<file path="config.mk">
export PLATFORM = sky130hd
export DESIGN_NAME = lite_uart_regif
export DESIGN_NICKNAME = d
export VERILOG_FILES = /design/src/rtl/liteuart_pkg.sv /design/src/rtl/uart_rx_store.sv /design/src/rtl/uart_reg_ctrl.sv /design/src/rtl/lite_uart_regif.sv
export SDC_FILE = /design/constraint.sdc
export NUM_CORES = 1
export LEC_CHECK = 0
export BUFFER_PORTS_ARGS = -buffer_cell sky130_fd_sc_hd__buf_2
export CORE_ASPECT_RATIO = 1.25
export CORE_UTILIZATION = 45
export CTS_BUF_LIST = sky130_fd_sc_hd__clkbuf_2
export CTS_CLUSTER_SIZE = 8
export DETAILED_ROUTE_END_ITERATION = 7
export REMOVE_ABC_BUFFERS = 1
export SYNTH_ARGS = -nofsm -noshare
export SYNTH_HDL_FRONTEND = slang
export SYNTH_HIERARCHICAL = 1
export SYNTH_SLANG_ARGS = --single-unit
</file>
<file path="constraint.sdc">
create_clock -name clk -period 4.7 [get_ports clk]
set_input_delay 0.705 -clock clk [delete_from_list [all_inputs] [get_ports clk]]
set_output_delay 0.705 -clock clk [all_outputs]
set_load 0.03 [all_outputs]
</file>
<file path="src/rtl/liteuart_pkg.sv">
package liteuart_pkg;

  typedef enum logic [1:0] {
    REG_RXD  = 2'd0,
    REG_TXD  = 2'd1,
    REG_STAT = 2'd2,
    REG_CTRL = 2'd3
  } regIdx_t;

  // status word bit positions
  localparam int ST_RXVALID = 0;
  localparam int ST_RXFULL  = 1;
  localparam int ST_TXEMPTY = 2;
  localparam int ST_TXFULL  = 3;
  localparam int ST_IPEND   = 4;

  // control word bit positions
  localparam int CT_TXRST = 0;
  localparam int CT_RXRST = 1;
  localparam int CT_IE    = 4;

  // strobes from the register control to the receive store
  typedef struct packed {
    logic push;
    logic pop;
    logic flush;
  } fifoCmd_t;

endpackage

</file>
<file path="src/rtl/uart_rx_store.sv">
module uart_rx_store
  import liteuart_pkg::*;
#(
  parameter int DEPTH  = 8,
  parameter int BYTE_W = 8,
  localparam int PTR_W = $clog2(DEPTH),
  localparam int CNT_W = PTR_W + 1
) (
  input  logic              clk,
  input  logic              rst,
  input  fifoCmd_t          cmd,
  input  logic [BYTE_W-1:0] inByte,
  output logic [BYTE_W-1:0] headByte,
  output logic [CNT_W-1:0]  occ,
  output logic [CNT_W-1:0]  occNext,
  output logic              notFull
);

  logic [PTR_W-1:0]  wrPtr;
  logic [PTR_W-1:0]  rdSlot;
  logic [BYTE_W-1:0] slots [DEPTH];

  assign notFull = (occ < CNT_W'(DEPTH));
  assign rdSlot  = wrPtr - occ[PTR_W-1:0];
  assign headByte = (occ != '0) ? slots[rdSlot] : '0;

  always_comb begin
    if (cmd.flush) occNext = '0;
    else           occNext = occ + CNT_W'(cmd.push) - CNT_W'(cmd.pop);
  end

  always_ff @(posedge clk) begin
    if (rst) begin
      wrPtr <= '0;
      occ   <= '0;
    end else begin
      occ <= occNext;
      if (cmd.flush)     wrPtr <= '0;
      else if (cmd.push) wrPtr <= wrPtr + 1'b1;
    end
  end

  for (genvar i = 0; i < DEPTH; i++) begin : g_slot
    always_ff @(posedge clk) begin
      if (rst)
        slots[i] <= '0;
      else if (cmd.push && !cmd.flush && (wrPtr == PTR_W'(i)))
        slots[i] <= inByte;
    end
  end

endmodule

</file>
<file path="src/rtl/uart_reg_ctrl.sv">
module uart_reg_ctrl
  import liteuart_pkg::*;
#(
  parameter int ADDR_W = 4,
  parameter int DATA_W = 32,
  parameter int BYTE_W = 8,
  parameter int DEPTH  = 8,
  localparam int CNT_W = $clog2(DEPTH) + 1
) (
  input  logic              clk,
  input  logic              rst,
  input  logic [ADDR_W-1:0] busAddr,
  input  logic              busWr,
  input  logic              busRd,
  input  logic [DATA_W-1:0] busWdata,
  output logic [DATA_W-1:0] busRdata,
  input  logic              rxValid,
  input  logic [BYTE_W-1:0] headByte,
  input  logic [CNT_W-1:0]  occ,
  input  logic [CNT_W-1:0]  occNext,
  input  logic              notFull,
  output fifoCmd_t          cmd,
  output logic              txValid,
  output logic [BYTE_W-1:0] txByte,
  output logic              ipend,
  output logic              irq
);

  regIdx_t           idx;
  logic              wrEn, rdEn;
  logic [DATA_W-1:0] ctrlReg, txReg, statusWord, rdMux;
  logic              ipendNext;

  assign idx  = regIdx_t'(busAddr[3:2]);
  assign wrEn = busWr;
  assign rdEn = busRd && !busWr;

  always_comb begin
    cmd.push  = rxValid && notFull;
    cmd.pop   = rdEn && (idx == REG_RXD) && (occ != '0);
    cmd.flush = wrEn && (idx == REG_CTRL) && busWdata[CT_RXRST];
  end

  always_comb begin
    statusWord             = '0;
    statusWord[ST_RXVALID] = (occ != '0);
    statusWord[ST_RXFULL]  = (occ == CNT_W'(DEPTH));
    statusWord[ST_TXEMPTY] = 1'b1;
    statusWord[ST_TXFULL]  = 1'b0;
    statusWord[ST_IPEND]   = ipend;
  end

  always_comb begin
    unique case (idx)
      REG_RXD:  rdMux = DATA_W'(headByte);
      REG_TXD:  rdMux = txReg;
      REG_STAT: rdMux = statusWord;
      REG_CTRL: rdMux = ctrlReg;
      default:  rdMux = '0;
    endcase
  end

  always_comb begin
    ipendNext = ipend;
    if (wrEn && (idx == REG_CTRL) && !busWdata[CT_IE]) ipendNext = 1'b0;
    if (wrEn && (idx == REG_TXD))                      ipendNext = 1'b1;
    if (occNext != '0)                                 ipendNext = 1'b1;
  end

  always_ff @(posedge clk) begin
    if (rst) begin
      ctrlReg  <= '0;
      txReg    <= '0;
      ipend    <= 1'b0;
      busRdata <= '0;
      txValid  <= 1'b0;
      txByte   <= '0;
    end else begin
      ipend   <= ipendNext;
      txValid <= wrEn && (idx == REG_TXD);
      if (rdEn) busRdata <= rdMux;
      if (wrEn && (idx == REG_CTRL)) ctrlReg <= busWdata;
      if (wrEn && (idx == REG_TXD)) begin
        txReg  <= busWdata;
        txByte <= busWdata[BYTE_W-1:0];
      end
    end
  end

  assign irq = ipend && ctrlReg[CT_IE];

endmodule

</file>
<file path="src/rtl/lite_uart_regif.sv">
module lite_uart_regif
  import liteuart_pkg::*;
#(
  parameter int ADDR_W = 4,
  parameter int DATA_W = 32,
  parameter int BYTE_W = 8,
  parameter int DEPTH  = 8,
  localparam int CNT_W = $clog2(DEPTH) + 1
) (
  input  logic              clk,
  input  logic              rst,
  input  logic [ADDR_W-1:0] busAddr,
  input  logic              busWr,
  input  logic              busRd,
  input  logic [DATA_W-1:0] busWdata,
  output logic [DATA_W-1:0] busRdata,
  input  logic              rxValid,
  input  logic [BYTE_W-1:0] rxByte,
  output logic              rxReady,
  output logic              txValid,
  output logic [BYTE_W-1:0] txByte,
  output logic              irq
);

  fifoCmd_t          cmd;
  logic [BYTE_W-1:0] headByte;
  logic [CNT_W-1:0]  occ, occNext;
  logic              notFull;
  logic              ipend;

  assign rxReady = notFull;

  uart_rx_store #(.DEPTH(DEPTH), .BYTE_W(BYTE_W)) u_store (
    .clk(clk), .rst(rst), .cmd(cmd), .inByte(rxByte),
    .headByte(headByte), .occ(occ), .occNext(occNext), .notFull(notFull)
  );

  uart_reg_ctrl #(.ADDR_W(ADDR_W), .DATA_W(DATA_W), .BYTE_W(BYTE_W), .DEPTH(DEPTH)) u_ctrl (
    .clk(clk), .rst(rst), .busAddr(busAddr), .busWr(busWr), .busRd(busRd),
    .busWdata(busWdata), .busRdata(busRdata), .rxValid(rxValid),
    .headByte(headByte), .occ(occ), .occNext(occNext), .notFull(notFull),
    .cmd(cmd), .txValid(txValid), .txByte(txByte), .ipend(ipend), .irq(irq)
  );

endmodule

</file>
# Word level (Yosys, flattened, before mapping)
# Memory sizes are Yosys's and may differ from the RTL's.
# Index checks and enable logic that the tools add are counted.
# word_totals
regBits	113
word_cells	100
ram_bits	64
output_inout_bits	43
n_memories	1
# memory_table
memory	words	width	read_ports	rd_clocked_by_memory_dff	wr	line_no	rtl
u_store.slots	8	8	1	0	8	uart_rx_store.sv:21	logic [BYTE_W-1:0] slots [DEPTH];
# op_classes
n_reduce_logical	27
n_bitwise	8
mux	40
add_sub_neg	4
n_eq_ne	11
magnitude_cmp	1
# ops
op	n
$pmux 32 s4	1
$mux 8	9
$mux 1	29
$logic_and 1x1->1	18
$eq 3x3->1 const B	4
$or 1x1->1	8
$reduce_bool 4->1	2
$eq 3x2->1 const B	2
$add 4x1->4	1
$eq 2x2->1 const B	2
$eq 4x4->1 const B	1
$lt 4x4->1 const B	1
$mux 4	1
$sub 4x1->4	1
$add 3x1->3 const B	1
$eq 3x1->1 const B	1
$logic_not 1->1	3
$logic_not 3->1	1
$reduce_bool 3->1	1
$sub 3x3->3	1
$eq 2x1->1 const B	1
$logic_not 2->1	1
$reduce_or 2->1	1

# Depth between registers and ports, before layout
# Gate-level depths: netlist of the first run.
# depth
ltp_word	10
mapped_depth	13
ltp_nobuf	12

# By module
# The synthesis of the first run kept the hierarchy.
# by_module_without_submodules
module	cells_per_inst	seq_area_each_um2	n_inst	area_per_inst_um2
uart_reg_ctrl	470	1961.9	1	4096.4
uart_rx_store	246	2062.0	1	3572.2

# Worst setup path after synthesis of the first run
# Ideal clock, no wire load.
# synth_path
path_kind	input to register
startpoint	input busAddr[3]
endpoint	register u_ctrl.ipend
path_stages	10
required_ps	4568
arrival_time_ps	2713
n_path_buf	2
path_slack_ps	1856
path_cell_list	buf_4 clkbuf_1 nor4_1 ha_1 inv_1 ha_1 fa_1 nor2b_1 nor4_1 a31oi_1
# synth_lines
element	line_no	rtl
from (decl)	lite_uart_regif.sv:12	input logic [ADDR_W-1:0] busAddr,
to (signal assigned)	uart_reg_ctrl.sv:79	ipend <= ipendNext;
to (decl)	uart_reg_ctrl.sv:25	output logic ipend,

# Worst setup path in the final report of the first run
# layout_path
startpoint	register u_store.wrPtr[0]
endpoint	register u_ctrl.busRdata[4]
# layout_between
elab_chain_len	4
# layout_lines
element	line_no	rtl
from (decl)	uart_rx_store.sv:19	logic [PTR_W-1:0] wrPtr;
from (signal assigned)	uart_rx_store.sv:39	else if (cmd.push) wrPtr <= wrPtr + 1'b1;
$sub 3x3->3	uart_rx_store.sv:24	assign rdSlot = wrPtr - occ[PTR_W-1:0];
$mem_v2 8x8	--	
$mux 8	uart_rx_store.sv:25	assign headByte = (occ != '0) ? slots[rdSlot] : '0;
net headByte[4]	lite_uart_regif.sv:26	logic [BYTE_W-1:0] headByte;
$pmux 32 s4	uart_reg_ctrl.sv:54	unique case (idx)
to (signal assigned)	uart_reg_ctrl.sv:81	if (rdEn) busRdata <= rdMux;
to (decl)	uart_reg_ctrl.sv:16	output logic [DATA_W-1:0] busRdata,
# The timed path passes the listed nets, and every way through them passes these cells.
# A chain may end at the register's enable or synchronous reset.

==> results of run 1 <==
==> area by class of cell <==
cell class	count	area (um2)
fill	1520	8420
clock inverter	12	170
multi-input combinational	480	3220
timing repair buffer	97	508
antenna	2	5.00
tap	220	275
clock buffer	20	100
sequential	169	4020
inverter	12	47.5
==> worst max-delay path: cells and delay by family, from the launching register on <==
family,cells,cell delay [ps]
mux,3,1310
fa+ha+maj,1,1020
flops,1,460
simple gates,2,150
buf+inv,1,110
compound gates,1,60
==> worst paths after layout <==
check | slack, ps | startpoint | endpoint | cells past startpoint
worst max register to register | 1490 | u_store/wrPtr[0] | u_ctrl/busRdata[4] | 8
worst min-delay path | 200 | busWdata[8] | u_ctrl/txReg[8] | 3
worst max-delay path | 1490 | u_store/wrPtr[0] | u_ctrl/busRdata[4] | 8
worst min register to register | 470 | u_ctrl/ctrlReg[18] | u_ctrl/ctrlReg[18] | 2
==> Yosys cell counts (all sizes together) (5+ instances only) <==
master | instances | area [um2]
nand2 | 141 | 529
dfxtp | 105 | 2100
a21oi | 69 | 345
and2 | 69 | 432
edfxtp | 64 | 1920
nor2 | 54 | 205
buf | 41 | 307
mux2 | 25 | 282
a22oi | 24 | 280
mux4 | 17 | 405
clkbuf | 13 | 58.8
mux2i | 13 | 130
ha | 12 | 150
inv | 12 | 47.6
nor3 | 9 | 65.1
nor2b | 6 | 37.5
xnor2 | 5 | 62.6
==> report_power, final <==
| group | switching [W] | internal, W |
|---|---|---|
| registers | 0.0000476 | 0.00161 |
| clock network | 0.000497 | 0.000356 |
| logic | 0.000479 | 0.000383 |
| total | 0.00102 | 0.00235 |
==> kinds of logic (layout without fill, tap and decap cells) <==
group	after synthesis	count (layout)	share of synthesized area
simple gates	294	294	0.178
compound gates	112	112	0.102
flops	169	169	0.525
xor+xnor	5	5	0.00816
fa+ha+maj	14	14	0.0248
mux	55	55	0.107
other cells	0	2	0
buf+inv	67	141	0.0551
==> flip-flops by register name (all words and copies together) (netlist names) <==
signal           cells
u_store/occ          4
u_ctrl/ipend         1
u_store/wrPtr        3
u_ctrl/ctrlReg      32
u_ctrl/busRdata     32
u_ctrl/txByte        7
u_ctrl/txReg        25
u_store/slots       64
u_ctrl/txValid       1
==> metal layers <==
layer,vias up,track usage,part of all wire
met3,20,0.0440,0.048
met5,-,0,0
met2,140,0.365,0.51
met4,0,0.0646,0.017
met1,2588,0.242,0.42
li1,2588,-,-
==> metrics by stage <==
step,cells,setup slack [ps],utilization,hold slack (ps)
3_3_place_gp,978,1550,0.482,438
6_report,1012,1490,0.498,204
5_1_grt,1012,1380,0.498,100
3_5_place_dp,978,1490,0.482,445
4_1_cts,1010,1480,0.498,100
2_1_floorplan,661,1300,-,427
==> impl_metrics.py, run 1 <==
metrics = {
    "status": {
        "outcome": "completed",
    },
    "clock_tree": {
        "ctsHtreeMaxLevel": 4,
        "cts_tree": "yes",
        "cts_setup_buffers": 0,
        "cts.sinks": 169,
        "clk_pin_slew_ps": 230,
        "holdBufCountCts": 0,
        "cts_buffer_depth": 2,
        "numCtsBuffers": 17,
        "insertion_delay_ps": 710,
        "root_buffer": "clkbuf_2",
        "ctsResizeCount": 0,
    },
    "placement": {
        "port-buffer-count": 89,
        "placed_area_um2": 8080,
        "place_congestion": 0.765,
        "dpl.hpwl_mm": 11.4,
    },
    "yosys": {
        "synthArstFlopShare": 0,
        "yosysSeqAreaShare": 0.525,
        "ys_warn_count": 6,
        "ys_seq_elements": 169,
        "syn_avg_cell_area_um2": 10.7,
        "yosys_most_used_dff": "dfxtp_1",
        "synth_area_um2": 7670,
        "syn-instance-count": 716,
        "synth_cell_types": 47,
        "synth_edf_count": 64,
    },
    "grt": {
        "antenna_found_initial": 1,
        "grt_use_total": 0.204,
        "grt_pass1_vias": 5397,
        "gr-total-overflow": 0,
        "grt_max_degree": 82,
        "grt_pass1_wl_mm": 27.7,
    },
    "route": {
        "remaining_drc_errors": 0,
        "vias": 5336,
        "dr.first_iter.drc_count": 343,
        "wirelength_mm": 17.3,
        "wl_per_cell_um": 17.0,
        "via_per_inst": 5.27,
        "drt_first_pass_iters": 5,
        "ant_nets": 0,
    },
    "timing": {
        "final-hold-violation-count": 0,
        "fin_setup_tns_ps": 0,
        "fin_crit_sh": 0.682,
        "worst-slew-pin-transition_ps": 1100,
        "maxSlewViolCount": 0,
        "slew_headroom": 0.269,
        "layout_min_cycle_time_ps": 3210,
        "fmax_mhz": 312,
        "skew_ps": 27.3,
        "rsz0062_at_grt": "false",
        "finalSetupViolations": 0,
    },
    "final_layout": {
        "final_layout_size_suffix_gt1_frac": 0.248,
        "mostFrequentLayoutCell": "nand2_1",
        "final_cell_mix": "141 x nand2_1, 105 x dfxtp_1, 88 x buf_2",
        "areaGrowthSynthToFinish_pct": 8.94,
        "design_area_um2": 8350,
        "nets": 840,
    },
    "floorplan": {
        "design.die.area_um2": 17600,
        "core_area_um2": 16800,
        "fp.dieW_um": 119,
        "die_y_um": 148,
        "start_util": 0.457,
        "boundaryPins": 92,
        "num_rows": 53,
    },
    "power": {
        "p_leak_nw": 3.28,
        "power.total_w": 0.00337,
        "p_per_area_nw_per_um2": 404,
        "ir_worst_vdd_mv": 0.218,
    },
    "critical_path": {
        "cp_cell_sequence": "inv_1, ha_1, mux4_1, mux2i_1, nor2_1, mux4_2, nand2_1, a21oi_1",
        "crit_arrival_ps": 3810,
        "cp_max_fo": 16,
        "path_class": "reg -> reg",
        "cp-start-kind": "flip-flop",
        "max_stage_delay_ps": 1020,
        "required_ps": 5300,
        "worst_setup_path_end_kind": "flip-flop",
        "critical_path.slowest_cell": "ha_1",
    },
    "job": {
        "drv_cap": 0,
    },
    "min_path": {
        "hold_class": "in -> reg",
    },
}
(Power assumes the default switching activity.)
==> run 2, diff against run 1 <==
Settings changed: PLACE_DENSITY set to 0.67.
Clock period 4.7 ns to 2.6 ns, I/O delays scaled along.
==> impl_metrics.py, run 2 (same netlist as run 1, synthesis figures left out) <==
metrics = {
    "timing": {
        "maxSlewViolCount": 0,
        "fin_setup_tns_ps": 0,
        "finalSetupViolations": 0,
        "fmax_mhz": 392,
        "rsz0062_at_grt": "true",
        "slew_headroom": 0.563,
        "layout_min_cycle_time_ps": 2550,
        "skew_ps": 18.3,
        "fin_crit_sh": 0.981,
        "worst-slew-pin-transition_ps": 656,
        "final-hold-violation-count": 0,
    },
    "power": {
        "p_leak_nw": 3.56,
        "ir_worst_vdd_mv": 0.422,
        "p_int_w": 0.00441,
        "seqPwrFrac": 0.469,
        "clockPowerShare": 0.216,
        "switchingPower_w": 0.00196,
        "swShare": 0.308,
        "combPwrFrac": 0.315,
        "p_per_area_nw_per_um2": 705,
    },
    "final_layout": {
        "mostFrequentLayoutCell": "nand2_1",
        "final_cell_mix": "141 x nand2_1, 102 x dfxtp_1, 88 x buf_2",
        "largest_reg_flops": 64,
        "final_layout_size_suffix_gt1_frac": 0.278,
        "reg_top3": "u_store/slots x64, u_ctrl/busRdata x32, u_ctrl/ctrlReg x32",
        "areaGrowthSynthToFinish_pct": 17.9,
        "largest-register": "u_store/slots",
        "nets": 907,
        "finalNonFillerCells": 1081,
        "final_util": 0.539,
        "design_area_um2": 9040,
    },
    "placement": {
        "placed_area_um2": 8250,
        "dpl.hpwl_mm": 11.8,
        "place_congestion": 0.793,
        "port-buffer-count": 89,
        "place.detailed.instances": 998,
    },
    "critical_path": {
        "required_ps": 3240,
        "crit_arrival_ps": 3190,
        "r2r_cells": 10,
        "cp-start-kind": "flip-flop",
        "r2r_slack_ps": 50,
        "cp_max_fo": 8,
        "path_class": "reg -> reg",
        "worst_setup_path_end_kind": "flip-flop",
        "rr_endpoint": "u_ctrl/busRdata[4]",
        "r2r_start": "u_store/occ[0]",
    },
    "route": {
        "drt_first_pass_iters": 5,
        "vias": 5656,
        "via_per_inst": 5.23,
        "dr.first_iter.drc_count": 310,
        "remaining_drc_errors": 0,
        "wl_per_cell_um": 16.2,
        "ant_nets": 0,
        "wirelength_mm": 17.5,
    },
    "clock_tree": {
        "insertion_delay_ps": 720,
        "ctsHtreeMaxLevel": 4,
        "root_buffer": "clkbuf_2",
        "cts_tree": "yes",
        "numCtsBuffers": 17,
        "cts_buffer_depth": 2,
        "clk_pin_slew_ps": 230,
        "cts.sinks": 169,
    },
    "grt": {
        "grt_use_total": 0.207,
        "gr-total-overflow": 0,
        "grt_pass1_vias": 5676,
        "antenna_found_initial": 4,
        "grt_pass1_wl_mm": 28.3,
        "grt_max_degree": 48,
    },
    "floorplan": {
        "num_rows": 53,
        "start_util": 0.457,
        "design.die.area_um2": 17600,
        "die_y_um": 148,
        "fp.dieW_um": 119,
        "core_area_um2": 16800,
        "boundaryPins": 92,
    },
    "min_path": {
        "hold_class": "in -> reg",
        "hold_depth": 2,
        "min-delay-start": "rst",
        "min_to": "u_ctrl/busRdata[16]",
    },
    "status": {
        "outcome": "completed",
    },
    "job": {
        "drv_cap": 0,
    },
}
-- run 2: cell types whose count changed in the layout (fill, tap and decap cells not counted), sizes merged --
cell and change:
inv -2, clkinvlp +5, dlygate4sd3 +40, diode +2, buf +26, bufinv -2
-- run 2: worst max-delay path: stages, from the launching register on --
cell     delay [ps]
dfxtp_4         430
ha_4            130
inv_2            30
fa_2            600
buf_12          150
mux4_1          320
mux2i_1         170
nor2_1           70
mux4_2          440
nand2_1          80
a21oi_1          60
-- run 2: routing by layer --
layer / up-vias / part of all wire / global-route usage
met1: 2741 / 0.42 / 0.239
li1: 2732 / - / -
met3: 29 / 0.045 / 0.0482
met2: 154 / 0.52 / 0.372
met4: 0 / 0.022 / 0.0772
met5: - / 0 / 0
-- run 2: layout make-up --
type | instances | area [um2]
diodes | 4 | 10.0
clock buffers | 19 | 95.1
clock inverters | 13 | 146
fillers | 1442 | 7730
inverters | 12 | 47.5
multi-input cells | 480 | 3280
flip-flops and latches | 169 | 4030
well taps | 220 | 275
repair buffers | 164 | 1160
-- run 2: stage by stage --
step                setup slack, ps  power (W)  hold slack, ps
global placement               12.6    0.00471             437
CTS                           0.271    0.00620            16.2
floorplan                      -486    0.00416             427
global route                  -67.2    0.00673            12.5
finish                         48.8    0.00638            93.3
detailed placement            -76.4    0.00476             443
-- run 2: power by group through the flow --
stage	Clock (W)	Sequential [W]	Combinational, W
floorplan	0	0.00306	0.00111
global placement	0	0.00303	0.00169
detailed placement	0	0.00304	0.00173
CTS	0.00142	0.00298	0.00180
global route	0.00153	0.00301	0.00219
finish	0.00137	0.00299	0.00201
-- run 2: worst max-delay path by stage --
stage,cells past startpoint,to,startpoint
finish,10,u_ctrl/busRdata[4],u_store/occ[0]
global placement,10,u_ctrl/ipend,busWr
detailed placement,10,u_ctrl/ipend,busWr
CTS,12,u_ctrl/busRdata[7],u_store/occ[0]
floorplan,9,u_ctrl/ipend,busWr
global route,11,u_ctrl/busRdata[7],u_store/occ[0]
-- run 2: repair_timing --
item                                    4_1_cts  5_1_grt
hold buffers                                 40        0
pin swaps                                     0       10
endpoints found under the setup margin        6        8
gates cloned                                  0        1
hold endpoints to repair                    128        0
setup buffers                                 0        6
gates resized for setup                       2       18
==> run 3, diff against run 2 <==
Settings changed: BUFFER_PORTS_ARGS -buffer_cell sky130_fd_sc_hd__buf_2 to not set, DONT_BUFFER_PORTS set to 1, PLACE_DENSITY 0.67 to not set, SKIP_CTS_REPAIR_TIMING set to 1.
Clock period 2.6 ns to 2.5 ns, I/O delays scaled along.
==> impl_metrics.py, run 3 (same netlist as run 1, synthesis figures left out) <==
metrics = {
    "status": {
        "outcome": "complete, but fails checks",
        "violations": "hold timing, setup timing",
    },
    "final_layout": {
        "areaGrowthSynthToFinish_pct": 20.0,
        "final_layout_size_suffix_gt1_frac": 0.179,
        "finalNonFillerCells": 1044,
        "mostFrequentLayoutCell": "nand2_1",
        "reg_top3": "u_store/slots x64, u_ctrl/busRdata x32, u_ctrl/ctrlReg x32",
        "nets": 873,
        "design_area_um2": 9200,
        "largest-register": "u_store/slots",
        "final_cell_mix": "141 x nand2_1, 103 x dfxtp_1, 96 x dlygate4sd3_1",
        "largest_reg_flops": 64,
    },
    "power": {
        "p_per_area_nw_per_um2": 741,
        "switchingPower_w": 0.00209,
        "combPwrFrac": 0.313,
        "p_int_w": 0.00473,
        "swShare": 0.306,
        "clockPowerShare": 0.226,
        "seqPwrFrac": 0.461,
        "p_leak_nw": 3.58,
        "ir_worst_vdd_mv": 0.288,
    },
    "timing": {
        "fin_crit_sh": 1.02,
        "layout_min_cycle_time_ps": 2560,
        "fin_ws_ps": -60.9,
        "whs_ps": -132,
        "worst-slew-pin-transition_ps": 609,
        "slew_headroom": 0.592,
        "finalSetupViolations": 7,
        "final-hold-violation-count": 8,
        "fmax_mhz": 390,
        "fin_setup_tns_ps": -207,
        "maxSlewViolCount": 0,
        "rsz0062_at_grt": "true",
        "skew_ps": 24.6,
    },
    "critical_path": {
        "crit_end": "u_ctrl/busRdata[4]",
        "cp-start-kind": "flip-flop",
        "r2r_cells": 11,
        "r2r_start": "u_store/wrPtr[0]",
        "path_class": "reg -> reg",
        "crit_arrival_ps": 3240,
        "worst_setup_path_end_kind": "flip-flop",
        "crit_start": "u_store/wrPtr[0]",
        "cp_max_fo": 4,
        "rr_endpoint": "u_ctrl/busRdata[4]",
        "required_ps": 3180,
        "r2r_slack_ps": -60,
    },
    "floorplan": {
        "design.die.area_um2": 17600,
        "core_area_um2": 16800,
        "fp.dieW_um": 119,
        "start_util": 0.457,
        "boundaryPins": 92,
        "die_y_um": 148,
        "num_rows": 53,
    },
    "placement": {
        "place_congestion": 0.743,
        "place.detailed.instances": 908,
        "dpl.hpwl_mm": 11.5,
        "placed_area_um2": 7810,
        "port-buffer-count": 0,
    },
    "route": {
        "ant_nets": 0,
        "wl_per_cell_um": 18.3,
        "vias": 5607,
        "dr.first_iter.drc_count": 385,
        "wirelength_mm": 19.1,
        "via_per_inst": 5.37,
        "remaining_drc_errors": 0,
        "drt_first_pass_iters": 8,
    },
    "grt": {
        "grt_use_total": 0.200,
        "grt_pass1_vias": 5189,
        "grt_pass1_wl_mm": 27.0,
        "gr-total-overflow": 0,
        "grt_max_degree": 116,
        "antenna_found_initial": 1,
    },
    "job": {
        "drv_cap": 0,
    },
    "clock_tree": {
        "cts.sinks": 169,
        "cts_tree": "yes",
        "numCtsBuffers": 17,
        "insertion_delay_ps": 750,
        "clk_pin_slew_ps": 250,
        "ctsHtreeMaxLevel": 4,
        "root_buffer": "clkbuf_2",
        "cts_buffer_depth": 2,
    },
    "min_path": {
        "hold_class": "in -> reg",
    },
}
==> run 3: cell types whose count changed in the layout (fill, tap and decap cells not counted), sizes merged <==
cell | before | now
buf | 123 | 33
bufinv | 2 | 3
clkbuf | 20 | 18
clkinv | 2 | 6
clkinvlp | 6 | 0
diode | 4 | 1
dlygate4sd3 | 40 | 96
inv | 15 | 18
==> run 3: metrics by stage <==
stage / power, W / utilization / setup slack [ps]
6_report: 0.00682 / 0.548 / -60.9
5_1_grt: 0.00715 / 0.548 / -182
4_1_cts: 0.00652 / 0.481 / -122
3_5_place_dp: 0.00498 / 0.466 / -115
3_3_place_gp: 0.00493 / 0.466 / -57.3
2_1_floorplan: 0.00433 / - / -571
==> run 3: worst max-delay path: stages, from the launching register on <==
cell and delay [ps]:
dfxtp_2 370, inv_2 70, ha_4 130, inv_2 30, fa_2 640, buf_4 160
mux4_2 310, mux2i_1 150, nor2_1 70, mux4_2 450, nand2_1 80, a21oi_1 50
==> run 3: power by group through the flow <==
| stage | registers [W] | logic, W | clock network [W] |
|---|---|---|---|
| floorplan | 0.00318 | 0.00115 | 0 |
| global placement | 0.00318 | 0.00175 | 0 |
| detailed placement | 0.00320 | 0.00179 | 0 |
| CTS | 0.00314 | 0.00179 | 0.00158 |
| global route | 0.00317 | 0.00229 | 0.00169 |
| finish | 0.00315 | 0.00213 | 0.00154 |
==> run 3: worst min path at each step <==
stage / start / endpoint / slack [ps] / cells past startpoint
final: busAddr[2] / u_ctrl/busRdata[1] / -130 / 2
after floorplan: u_ctrl/ctrlReg[10] / u_ctrl/ctrlReg[10] / 430 / 2
after CTS: rst / u_ctrl/ctrlReg[9] / -410 / 1
after detailed placement: u_ctrl/txReg[23] / u_ctrl/txReg[23] / 440 / 2
after global placement: u_ctrl/ctrlReg[8] / u_ctrl/ctrlReg[8] / 430 / 2
after global routing: busAddr[2] / u_ctrl/busRdata[1] / -210 / 2
==> run 3: per-layer routing <==
layer  wire length (um)  track usage
met1               7630        0.219
met2              10100        0.366
met3               1060       0.0610
met4                273       0.0671
met5                  0            0
==> run 3: cell type report <==
cell class | count | area [um2]
sequential | 169 | 4030
multi-input combinational | 480 | 3280
clock inverter | 15 | 171
timing repair buffer | 130 | 1320
inverter | 12 | 47.5
antenna | 1 | 2.50
fill | 1440 | 7580
tap | 220 | 275
clock buffer | 17 | 85.1
